File: src/rtl/tcmalloc_pkg.sv
package tcmalloc_pkg;
  localparam int NBANK    = 5;
  localparam int BW       = 3;
  localparam int NPORT    = 3;
  localparam int ITCM_TOP = 2;
  localparam int DTCM_TOP = 4;

  typedef enum logic [1:0] {OWN_ITCM = 2'd0, OWN_DTCM = 2'd1, OWN_BUS = 2'd2} owner_e;

  // number of 16 KB slots a size code grants; code 3 is unsupported
  function automatic logic [1:0] size_slots(input logic [1:0] code);
    return (code == 2'd3) ? 2'd0 : code;
  endfunction

  // which requester owns physical bank b under a given allocation
  function automatic owner_e bank_owner(input int b, input int ni, input int nd);
    if (b < ITCM_TOP && b >= ITCM_TOP - ni) return OWN_ITCM;
    if (b >= ITCM_TOP && b < DTCM_TOP && b >= DTCM_TOP - nd) return OWN_DTCM;
    return OWN_BUS;
  endfunction

  // physical bank placed in bus slot s: free banks taken from the top down
  function automatic logic [BW-1:0] bus_bank(input int s, input int ni, input int nd);
    int cnt;
    logic [BW-1:0] r;
    cnt = 0;
    r = '0;
    for (int b = NBANK - 1; b >= 0; b--) begin
      if (bank_owner(b, ni, nd) == OWN_BUS) begin
        if (cnt == s) r = BW'(b);
        cnt++;
      end
    end
    return r;
  endfunction

  // physical bank behind a tightly-coupled slot
  function automatic logic [BW-1:0] tcm_bank(input int top, input int n, input int slot);
    return BW'(top - n + slot);
  endfunction
endpackage

File: src/rtl/tcmalloc_cfg.sv
module tcmalloc_cfg
  import tcmalloc_pkg::*;
(
  input  logic                      clk,
  input  logic                      rst_n,
  input  logic                      load,
  input  logic [1:0]                itcm_code,
  input  logic [1:0]                dtcm_code,
  output logic [1:0]                ni_q,
  output logic [1:0]                nd_q,
  output logic [NBANK-1:0]          bus_mask,
  output logic [BW-1:0]             bus_slots,
  output logic [NBANK-1:0][BW-1:0]  slot_bank
);
  always_ff @(posedge clk) begin
    if (!rst_n) begin
      ni_q <= 2'd0;
      nd_q <= 2'd0;
    end else if (load) begin
      ni_q <= size_slots(itcm_code);
      nd_q <= size_slots(dtcm_code);
    end
  end

  always_comb begin
    for (int b = 0; b < NBANK; b++)
      bus_mask[b] = (bank_owner(b, int'(ni_q), int'(nd_q)) == OWN_BUS);
    bus_slots = BW'(NBANK - int'(ni_q) - int'(nd_q));
    for (int s = 0; s < NBANK; s++)
      slot_bank[s] = bus_bank(s, int'(ni_q), int'(nd_q));
  end
endmodule

File: src/rtl/tcmalloc_bank.sv
module tcmalloc_bank #(
  parameter int AW = 4,
  parameter int DW = 32
) (
  input  logic          clk,
  input  logic          en,
  input  logic          we,
  input  logic [AW-1:0] addr,
  input  logic [DW-1:0] wdata,
  output logic [DW-1:0] rdata
);
  localparam int DEPTH = 1 << AW;
  logic [DW-1:0] mem [DEPTH];

  always_ff @(posedge clk) begin
    if (en) begin
      if (we) mem[addr] <= wdata;
      else    rdata     <= mem[addr];
    end
  end
endmodule

File: src/rtl/tcmalloc_ret.sv
module tcmalloc_ret #(
  parameter int DW = 32,
  parameter int BW = 3,
  parameter int NB = 5
) (
  input  logic                  clk,
  input  logic                  rst_n,
  input  logic                  en,
  input  logic                  we,
  input  logic                  hit,
  input  logic [BW-1:0]         bank,
  input  logic [NB-1:0][DW-1:0] bank_rdata,
  output logic [DW-1:0]         rdata,
  output logic                  err
);
  logic          rd_q;
  logic          err_q;
  logic [BW-1:0] bank_q;

  always_ff @(posedge clk) begin
    if (!rst_n) begin
      rd_q   <= 1'b0;
      err_q  <= 1'b0;
      bank_q <= '0;
    end else begin
      rd_q   <= en && hit && !we;
      err_q  <= en && !hit;
      bank_q <= bank;
    end
  end

  always_comb begin
    rdata = '0;
    for (int b = 0; b < NB; b++)
      if (rd_q && bank_q == BW'(b)) rdata = bank_rdata[b];
  end

  assign err = err_q;
endmodule

File: src/rtl/tcmalloc_top.sv
module tcmalloc_top
  import tcmalloc_pkg::*;
#(
  parameter int          DATA_W    = 32,
  parameter int          ADDR_W    = 32,
  parameter int          SLOT_LOG2 = 14,
  parameter int          BANK_AW   = 4,
  parameter logic [31:0] BUS_BASE  = 32'h0030_0000,
  localparam int         TCM_AW    = SLOT_LOG2 + 1
) (
  input  logic              clk,
  input  logic              rst_n,
  input  logic [1:0]        itcm_sz,
  input  logic [1:0]        dtcm_sz,
  input  logic              i_en,
  input  logic              i_we,
  input  logic [TCM_AW-1:0] i_addr,
  input  logic [DATA_W-1:0] i_wdata,
  output logic [DATA_W-1:0] i_rdata,
  output logic              i_err,
  input  logic              d_en,
  input  logic              d_we,
  input  logic [TCM_AW-1:0] d_addr,
  input  logic [DATA_W-1:0] d_wdata,
  output logic [DATA_W-1:0] d_rdata,
  output logic              d_err,
  input  logic              b_en,
  input  logic              b_we,
  input  logic [ADDR_W-1:0] b_addr,
  input  logic [DATA_W-1:0] b_wdata,
  output logic [DATA_W-1:0] b_rdata,
  output logic              b_err,
  output logic [NBANK-1:0]  bus_mask,
  output logic [BW-1:0]     bus_slots
);
  localparam int SW  = ADDR_W - SLOT_LOG2;
  localparam int P_I = 0;
  localparam int P_D = 1;
  localparam int P_B = 2;

  // named internal events
  logic cfg_load;
  assign cfg_load = !(i_en || d_en || b_en);

  logic [1:0]               ni_q, nd_q;
  logic [NBANK-1:0][BW-1:0] slot_bank;

  tcmalloc_cfg cfg_i (
    .clk       (clk),
    .rst_n     (rst_n),
    .load      (cfg_load),
    .itcm_code (itcm_sz),
    .dtcm_code (dtcm_sz),
    .ni_q      (ni_q),
    .nd_q      (nd_q),
    .bus_mask  (bus_mask),
    .bus_slots (bus_slots),
    .slot_bank (slot_bank)
  );

  // per-port decode
  logic          i_hit, d_hit, b_hit;
  logic [BW-1:0] i_bank, d_bank, b_bank;
  logic [ADDR_W-1:0] b_off;
  logic [SW-1:0]     b_slotw;

  assign i_hit  = {1'b0, i_addr[SLOT_LOG2]} < ni_q;
  assign d_hit  = {1'b0, d_addr[SLOT_LOG2]} < nd_q;
  assign i_bank = tcm_bank(ITCM_TOP, int'(ni_q), int'(i_addr[SLOT_LOG2]));
  assign d_bank = tcm_bank(DTCM_TOP, int'(nd_q), int'(d_addr[SLOT_LOG2]));

  assign b_off   = b_addr - BUS_BASE[ADDR_W-1:0];
  assign b_slotw = b_off[ADDR_W-1:SLOT_LOG2];
  assign b_hit   = (b_addr >= BUS_BASE[ADDR_W-1:0]) && (b_slotw < SW'(bus_slots));

  always_comb begin
    b_bank = '0;
    for (int s = 0; s < NBANK; s++)
      if (b_slotw == SW'(s)) b_bank = slot_bank[s];
  end

  // gather ports into arrays
  logic [NPORT-1:0]                go, we;
  logic [NPORT-1:0][BW-1:0]        pbank;
  logic [NPORT-1:0][BANK_AW-1:0]   widx;
  logic [NPORT-1:0][DATA_W-1:0]    wdat;

  assign go[P_I]    = i_en && i_hit;
  assign go[P_D]    = d_en && d_hit;
  assign go[P_B]    = b_en && b_hit;
  assign we         = {b_we, d_we, i_we};
  assign pbank      = {b_bank, d_bank, i_bank};
  assign widx[P_I]  = i_addr[2 +: BANK_AW];
  assign widx[P_D]  = d_addr[2 +: BANK_AW];
  assign widx[P_B]  = b_addr[2 +: BANK_AW];
  assign wdat       = {b_wdata, d_wdata, i_wdata};

  logic [NBANK-1:0][DATA_W-1:0] bk_rdata;

  for (genvar g = 0; g < NBANK; g++) begin : g_bank
    logic               bk_en, bk_we;
    logic [BANK_AW-1:0] bk_addr;
    logic [DATA_W-1:0]  bk_wd;

    always_comb begin
      bk_en   = 1'b0;
      bk_we   = 1'b0;
      bk_addr = '0;
      bk_wd   = '0;
      for (int p = 0; p < NPORT; p++) begin
        if (go[p] && pbank[p] == BW'(g)) begin
          bk_en   = 1'b1;
          bk_we   = we[p];
          bk_addr = widx[p];
          bk_wd   = wdat[p];
        end
      end
    end

    tcmalloc_bank #(.AW(BANK_AW), .DW(DATA_W)) ram_i (
      .clk   (clk),
      .en    (bk_en),
      .we    (bk_we),
      .addr  (bk_addr),
      .wdata (bk_wd),
      .rdata (bk_rdata[g])
    );
  end

  tcmalloc_ret #(.DW(DATA_W), .BW(BW), .NB(NBANK)) ret_i_i (
    .clk(clk), .rst_n(rst_n), .en(i_en), .we(i_we), .hit(i_hit), .bank(i_bank),
    .bank_rdata(bk_rdata), .rdata(i_rdata), .err(i_err)
  );
  tcmalloc_ret #(.DW(DATA_W), .BW(BW), .NB(NBANK)) ret_d_i (
    .clk(clk), .rst_n(rst_n), .en(d_en), .we(d_we), .hit(d_hit), .bank(d_bank),
    .bank_rdata(bk_rdata), .rdata(d_rdata), .err(d_err)
  );
  tcmalloc_ret #(.DW(DATA_W), .BW(BW), .NB(NBANK)) ret_b_i (
    .clk(clk), .rst_n(rst_n), .en(b_en), .we(b_we), .hit(b_hit), .bank(b_bank),
    .bank_rdata(bk_rdata), .rdata(b_rdata), .err(b_err)
  );

  // address bits that alias inside a slot
  logic unused_addr_bits;
  assign unused_addr_bits = ^{i_addr[1:0], d_addr[1:0], b_addr[1:0],
                              i_addr[SLOT_LOG2-1:2+BANK_AW], d_addr[SLOT_LOG2-1:2+BANK_AW],
                              b_addr[SLOT_LOG2-1:2+BANK_AW], b_off[SLOT_LOG2-1:0]};
endmodule

File: config.mk
export PLATFORM = sky130hd
export DESIGN_NAME = tcmalloc_top
export DESIGN_NICKNAME = d
export VERILOG_FILES = /design/src/rtl/tcmalloc_pkg.sv /design/src/rtl/tcmalloc_cfg.sv /design/src/rtl/tcmalloc_bank.sv /design/src/rtl/tcmalloc_ret.sv /design/src/rtl/tcmalloc_top.sv
export SDC_FILE = /design/constraint.sdc
export NUM_CORES = 2
export LEC_CHECK = 0
export BUFFER_PORTS_ARGS = -buffer_cell sky130_fd_sc_hd__buf_2
export CAP_MARGIN = 5
export CORE_MARGIN = 2
export CORE_UTILIZATION = 58
export DETAILED_ROUTE_END_ITERATION = 10
export PLACE_DENSITY = 0.73
export SLEW_MARGIN = 30
export SYNTH_ARGS = -nofsm -noshare
export SYNTH_HDL_FRONTEND = slang
export SYNTH_HIERARCHICAL = 1
export SYNTH_SLANG_ARGS = --single-unit
File: constraint.sdc
create_clock -name clk -period 12.41 [get_ports clk]
set_input_delay 1.8615 -clock clk [delete_from_list [all_inputs] [get_ports clk]]
set_output_delay 1.8615 -clock clk [all_outputs]
set_load 0.02 [all_outputs]
Yosys cells after proc, flatten, opt, wreduce, memory -nomap -nowiden:

Memory sizes are Yosys's and may differ from the RTL's. A register that Yosys moved wholly into a read port is not among the register bits.
Index checks and enable logic that the tools add are counted.

* output and inout port bits: 107
* memories: 5
* memory bits (writable): 2560
* flip-flop bits (word level): 19

Memory list
* g_bank[0].ram_i.mem: words 16, width 32, rd ports 1, clocked after memory_dff 1, wr ports 1, line tcmalloc_bank.sv:13 `logic [DW-1:0] mem [DEPTH];`
* g_bank[1].ram_i.mem: words 16, width 32, rd ports 1, clocked after memory_dff 1, wr ports 1, line tcmalloc_bank.sv:13
* g_bank[2].ram_i.mem: words 16, width 32, rd ports 1, clocked after memory_dff 1, wr ports 1, line tcmalloc_bank.sv:13
* g_bank[3].ram_i.mem: words 16, width 32, rd ports 1, clocked after memory_dff 1, wr ports 1, line tcmalloc_bank.sv:13
* g_bank[4].ram_i.mem: words 16, width 32, rd ports 1, clocked after memory_dff 1, wr ports 1, line tcmalloc_bank.sv:13

* bitwise gates (word level): 5
* order comparisons: 8
* equality and inequality tests: 46
* reductions and logical operators: 63
* add/subtract/negate cells: 9
* muxes and demuxes: 143

Operator list (count)
* 32-bit 2-to-1 mux: 32
* 32-bit by 3-bit equality test with 1-bit output (second input constant): 4
* 32-bit logical NOT: 3
* 3-bit 2-to-1 mux: 31
* 32-bit by 2-bit equality test with 1-bit output (second input constant): 2
* 32-bit by 4-bit equality test with 1-bit output (second input constant): 2
* 4-bit 2-to-1 mux: 15
* 1-bit 2-to-1 mux: 49
* 1-bit logical AND: 40
* 18-bit by 2-bit equality test with 1-bit output (second input constant): 2
* 3-bit by 2-bit equality test with 1-bit output (second input constant): 12
* 32-bit by 2-bit adder with 32-bit output (second input constant): 1
* 32-bit by 22-bit greater-or-equal comparator with 1-bit output (second input constant): 1
* 2-bit 2-to-1 mux: 16
* 32-bit by 22-bit subtractor with 32-bit output (second input constant): 1
* 18-bit by 1-bit equality test with 1-bit output (second input constant): 1
* 18-bit by 3-bit equality test with 1-bit output (second input constant): 1
* 3-bit by 1-bit equality test with 1-bit output (second input constant): 6
* 3-bit equality test (second input constant): 6
* 18-bit logical NOT: 1
* 3-bit logical NOT: 6
* 18-bit by 3-bit < comparator with 1-bit output: 1
* 2-bit equality test (second input constant): 8
* 2-bit AND reduction: 5
* other kinds (15): 28

Longest topological paths before layout:

* depth after elaboration: 24
* mapped depth: 19
* depth with buffers taken out: 14

Hierarchy:

The synthesis kept the hierarchy.

By module, submodules not included
* tcmalloc_bank: times used 5, seq. area each 16335.7 sq um, area each 20216.9 sq um, cells each 844
* tcmalloc_top: times used 1, seq. area each 0.0 sq um, area each 5519.0 sq um, cells each 886
* tcmalloc_ret: times used 3, seq. area each 100.1 sq um, area each 1659.1 sq um, cells each 159
* tcmalloc_cfg: times used 1, seq. area each 80.1 sq um, area each 421.7 sq um, cells each 51

Worst setup path after synthesis:

No wires, ideal clock.

* kind: input to register
* from: input port b_addr[15]
* to: memory g_bank[0].ram_i.mem[0][0], enable pin
* arrival: 6812 ps
* stages: 13
* path slack: 5137 ps
* library setup time: 461 ps
* required time: 11949 ps
* buffers on the path: 5
* cell sequence: ha_1 > o21ai_0 > o21ai_0 > a2111oi_0 > o211ai_1 > buf_2 > buf_4 > mux2_2 > clkbuf_1 > buf_6 > buf_4 > or3_1 > nor3_1

* elaborated cells between the ends (all ways): 23

RTL lines
* from (decl): line tcmalloc_top.sv:29 `input logic [ADDR_W-1:0] b_addr,`
* 32-bit by 22-bit subtractor with 32-bit output: line tcmalloc_top.sv:72 `assign b_off = b_addr - BUS_BASE[ADDR_W-1:0];`
* 18-bit logical NOT: line tcmalloc_top.sv:79 `if (b_slotw == SW'(s)) b_bank = slot_bank[s];`
* 3-bit 2-to-1 mux (5 in a row): line tcmalloc_top.sv:79
* 3-bit logical NOT: line tcmalloc_top.sv:111 `if (go[p] && pbank[p] == BW'(g)) begin`
* 1-bit logical AND *: line tcmalloc_top.sv:111
* 4-bit 2-to-1 mux *: line tcmalloc_top.sv:111
* net g_bank[0].bk_addr[0]: line tcmalloc_top.sv:102 `logic [BANK_AW-1:0] bk_addr;`
* to (decl): line tcmalloc_bank.sv:13

Mark *: on every way through the listed nets, which the timed path passes. The rest lies on a longest branch.

Worst setup path in the final report:

* from: input port i_addr[14]
* to: register g_bank[4].ram_i.rdata[21], read port of g_bank[4].ram_i.mem (data pin)

* elaborated cells between the ends (all ways): 16

RTL lines
* from (decl): line tcmalloc_top.sv:17 `input logic [TCM_AW-1:0] i_addr,`
* 3-bit by 2-bit adder with 3-bit output: line tcmalloc_pkg.sv:39 `return BW'(top - n + slot);`
* net i_bank[1]: line tcmalloc_top.sv:63 `logic [BW-1:0] i_bank, d_bank, b_bank;`
* 3-bit equality test: line tcmalloc_top.sv:111
* 1-bit logical AND: line tcmalloc_top.sv:111
* 4-bit 2-to-1 mux (3 in a row): line tcmalloc_top.sv:111
* net g_bank[4].bk_addr[1]: line tcmalloc_top.sv:102
* to (decl): line tcmalloc_bank.sv:10 `output logic [DW-1:0] rdata`

The timed path passes the listed nets, and every way through them passes these cells.
A chain may end at the register's enable or synchronous reset.

==> results.txt <==
----------------------------------------------------
[GRT]
  Vias in the first global route ... between 50000 and 60000
  Aggregate global routing overflow ... 0
  Wire length of the first global-routing pass ... 441700 µm
  Largest net degree at the start of global routing ... 100
  Antenna violations before repair ... 30
  Total track usage ... 0.3222

[Power and ir drop]
  P per Cell Area ... 145.8 mW/mm²
  IR Drop Worst-Case VDD ... about 100 µV
  Leak Pwr ... around 0.035 µW
  Power after layout ... roughly 18000 µW

[Placed design]
  Final weighted congestion in routability-driven placement ... roughly 0.93
  Placed wire-length estimate ... around 190000 µm
  # port buffers ... around 250
  Placed Area ... ~0.12 mm²

[Timing]
  Worst rel slew slack ... 0.2868
  Final Slew Violations ... 0
  Setup repair after global routing missed its margin ... false
  Transition time at the pin with the least slew margin ... 1.070 ns
  Final Setup Violations ... 0
  Post-layout min period ... around 6.7 ns
  Hold violation count in the final report ... 0
  Highest attainable clock frequency ... 148.5 MHz
  Setup Total Neg Slack ... 0 ns
  Post-route clock skew ... between 0.04 and 0.05 ns
  Final period utilization ... 0.5425

[Logic synthesis]
  Count of state elements after synthesis ... ~2700
  Largest cells by area after synthesis ... sky130_fd_sc_hd__edfxtp_1 73%, sky130_fd_sc_hd__mux4_2 13%, sky130_fd_sc_hd__a22oi_1 2.3%
  Post-Synthesis Mean Instance Area ... between 15 and 20 µm²
  EDFF count, synth ... about 2700
  Number of distinct library cells after synthesis ... between 60 and 70
  Xor and xnor fraction of the mapped netlist area ... 0.00007820
  Most repeated cell in the gate-level netlist after synthesis ... sky130_fd_sc_hd__edfxtp_1
  Asr flop ratio synth ... 0
  Area of the mapped netlist ... about 0.11 mm²
  Top cell type's share of synthesized area ... 0.7293
  Fraction of the mapped netlist area in simple logic gates ... 0.02945
  Commonest cells in the synthesized netlist ... 2720 x sky130_fd_sc_hd__edfxtp_1, 643 x sky130_fd_sc_hd__mux4_2, 517 x sky130_fd_sc_hd__nand2_1
  Proportion of synthesized area in mux cells ... 0.1702
  Dominant combinational cell family by area after synthesis ... multiplexers
  Fraction of the mapped netlist area in compound gates ... 0.04385
  Portion of the post-synthesis area used by sequential elements ... 0.7327
  Synthesized-area fraction occupied by adder cells ... 0.001229
  Primary FF master, synth ... sky130_fd_sc_hd__edfxtp_1
  Number of standard cells after synthesis ... between 5000 and 6000
  Largest area contributor in the synthesized netlist ... sky130_fd_sc_hd__edfxtp_1
  Number of warning messages in the yosys log ... 6

[Final layout]
  Combined flip-flop and latch cell area ... between 0.08 and 0.09 mm²
  Total non-filler cell area in the finished layout ... between 0.1 and 0.15 mm²
  Final net count ... ~6000
  Area added between synthesis and finish ... 11.93%
  Core utilization of the finished layout ... 0.6523
  Area of combinational cells with multiple inputs ... between 0.02 and 0.03 mm²
  Fraction of layout instances using a drive strength above 1 ... 0.3101
  Final-layout fill cell count ... between 10000 and 15000

[CTS]
  CTS hold repair buffers ... 0
  Clock buffer depth ... 4
  Root Buffer Master ... sky130_fd_sc_hd__clkbuf_16
  Post-cts resize count ... 0
  Clock-pin slew of the registers on the worst-case setup and hold paths ... approximately 0.06 ns
  Sink count of the clock tree ... between 2000 and 3000
  Htree depth ... 5
  TritonCTS clock tree ... done
  Number of buffers inserted during clock tree synthesis ... 281
  Post-CTS setup-driven buffer insertion count ... 0
  Clock latency on the worst-skew pair ... approximately 0.94 ns

[Worst setup path]
  Path depth of the worst reg2reg path ... 18
  Cells along the critical path ... buf_2, inv_1, ha_1, inv_1, ha_1, inv_1, nor3_4, buf_4, nand2_1, mux2i_4, buf_4, buf_4, buf_4, mux4_2, a22oi_1, nand2_1
  Critical Path AT ... around 7.3 ns
  Register-to-register setup slack ... approximately 5.7 ns
  Sort of element at the end of the critical path ... flip-flop
  Slowest cell on the critical path ... sky130_fd_sc_hd__buf_4
  CP startpoint kind ... input pin
  Data required time at the worst endpoint ... between 10 and 15 ns
  Worst-path fanout max ... 60
  Crit path largest cell delay ... roughly 0.83 ns
  R2R Path Start ... cfg_i/nd_q[1]
  Most used cell, CP ... sky130_fd_sc_hd__buf_4
  Critical path class ... input pin to flip-flop
  Reg-to-Reg End ... g_bank[4].ram_i/rdata[21]

[Detailed routing]
  WL final ... between 300000 and 400000 µm
  Antenna violation net count after detailed routing ... 1
  Total number of vias ... between 50000 and 60000
  Drt initial violations ... around 9000
  Number of iterations in the first detailed-routing pass ... 6
  DRC Markers ... 0
  Mean routed wirelength per cell ... between 30 and 40 µm
  Vias per inst ... 6.859

[Job]
  Max-cap violations ... 0

[Floorplanning]
  Vert. Die Dim ... approximately 440 µm
  Die Outline Area ... ~0.20 mm²
  Core Region ... about 0.19 mm²
  Die X ... roughly 440 µm
  I/O pin total ... around 280
  Std cell rows ... approximately 160
  Starting utilization of the core area ... 0.5828

[Worst hold path]
  Origin of the worst min-delay path ... cfg_i/ni_q[0]
  Hold-critical path depth ... 2
  Kind of path behind the tightest hold check ... flip-flop to flip-flop
  Endpoint with the worst hold slack ... cfg_i/ni_q[0]

[Status]
  Run status ... complete, but fails checks
  Violations in the final reports ... antenna violations

----------------------------------------------------
-- cell families after synthesis --
kind of cell | after synthesis
compound gates | 681
fa+ha+maj | 11
flops | 2739
buf+inv | 432
simple gates | 748
mux | 1020
xor+xnor | 1
other cells | 2
-- layout by cell type, fill, tap and decap left out, types with 10 or more instances in the layout --
master and instances:
sky130_fd_sc_hd__nand2b_1 16, sky130_fd_sc_hd__nor3_2 12, sky130_fd_sc_hd__mux2_2 107, sky130_fd_sc_hd__mux2i_1 128, sky130_fd_sc_hd__clkinvlp_4 14, sky130_fd_sc_hd__diode_2 29
sky130_fd_sc_hd__a22oi_1 338, sky130_fd_sc_hd__nand4b_1 10, sky130_fd_sc_hd__buf_2 245, sky130_fd_sc_hd__conb_1 11, sky130_fd_sc_hd__bufinv_16 17, sky130_fd_sc_hd__clkinv_1 51
sky130_fd_sc_hd__clkinv_2 38, sky130_fd_sc_hd__ha_1 11, sky130_fd_sc_hd__mux2_4 130, sky130_fd_sc_hd__o21ai_1 93, sky130_fd_sc_hd__nand4_1 11, sky130_fd_sc_hd__a21oi_1 148
sky130_fd_sc_hd__mux4_2 643, sky130_fd_sc_hd__buf_4 190, sky130_fd_sc_hd__nor2_4 67, sky130_fd_sc_hd__dfxtp_1 16, sky130_fd_sc_hd__edfxtp_1 2720, sky130_fd_sc_hd__inv_1 62
sky130_fd_sc_hd__clkbuf_16 291, sky130_fd_sc_hd__nand2_1 517, sky130_fd_sc_hd__nor2b_4 15, sky130_fd_sc_hd__a22oi_2 75, sky130_fd_sc_hd__clkbuf_1 50, sky130_fd_sc_hd__and2_1 13
sky130_fd_sc_hd__nor2_1 13
-- state kept, by name, indices dropped and copies added (netlist names) --
register            flops
ret_d_i/err             1
ret_b_i/bank_q          3
g_bank.ram_i/rdata    160
ret_i_i/rd_q            1
ret_i_i/err             1
g_bank.ram_i/mem     2560
ret_d_i/rd_q            1
ret_b_i/err             1
ret_d_i/bank_q          3
cfg_i/nd_q              2
ret_i_i/bank_q          3
cfg_i/ni_q              2
ret_b_i/rd_q            1
-- metrics by stage --
| stage | cells | setup slack (ns) | hold WS [ns] |
|---|---|---|---|
| after floorplan | 5643 | 5.137 | 0.5198 |
| after global placement | 8240 | 4.491 | 0.6118 |
| after detailed placement | 8241 | 4.639 | 0.6294 |
| after CTS | 8713 | 5.537 | 0.6426 |
| after global routing | 8726 | 5.422 | 0.6807 |
| final | 8743 | 5.678 | 0.6400 |
-- routing by layer --
metal | wire (µm) | GRT usage | vias to the layer above | part of all wire
met5 | 53 | 0 | - | 0.00017
met4 | 24880 | 0.2159 | 8 | 0.079
met3 | 33850 | 0.07403 | 984 | 0.11
met2 | 149600 | 0.5046 | 4022 | 0.47
met1 | 107400 | 0.4065 | 31090 | 0.34
li1 | - | - | 23860 | -
-- how the worst max path moves through the flow --
stage	startpoint	end	slack (ns)	depth (start not counted)
floorplan	b_addr[15]	g_bank[0].ram_i/mem[0][0]	5.14	13
global placement	b_addr[15]	g_bank[1].ram_i/rdata[29]	4.49	13
detailed placement	i_addr[14]	g_bank[4].ram_i/rdata[24]	4.64	16
CTS	i_addr[14]	g_bank[4].ram_i/rdata[21]	5.54	16
global route	cfg_i/nd_q[1]	g_bank[4].ram_i/rdata[21]	5.42	18
finish	i_addr[14]	g_bank[4].ram_i/rdata[21]	5.68	16
-- cell type report --
cell class	instances	share of cell area
diodes	29	0.0005789
inverters	63	0.001886
well taps	2526	0.02521
repair buffers	442	0.02206
clock buffers	341	0.05959
flip-flops and latches	2739	0.6547
clock inverters	131	0.008723
multi-input cells	2472	0.2273
-- power by group --
part	switching [µW]	total [µW]	leakage, µW	internal (µW)
clock	3390	8010	0.00416	4620
sequential	13.0	10000	0.0207	10000
combinational	145	222	0.00974	77.1
-- worst max-delay path: cells and delay by family --
kind	cells	cell delay [ns]
buffers and inverters	8	2.81
muxes	2	0.59
and+or+nand+nor	3	0.97
AOI/OAI and AO/OA	1	0.28
adders and majority gates	2	0.55
Note: power is estimated with default switching activity, not from simulation.
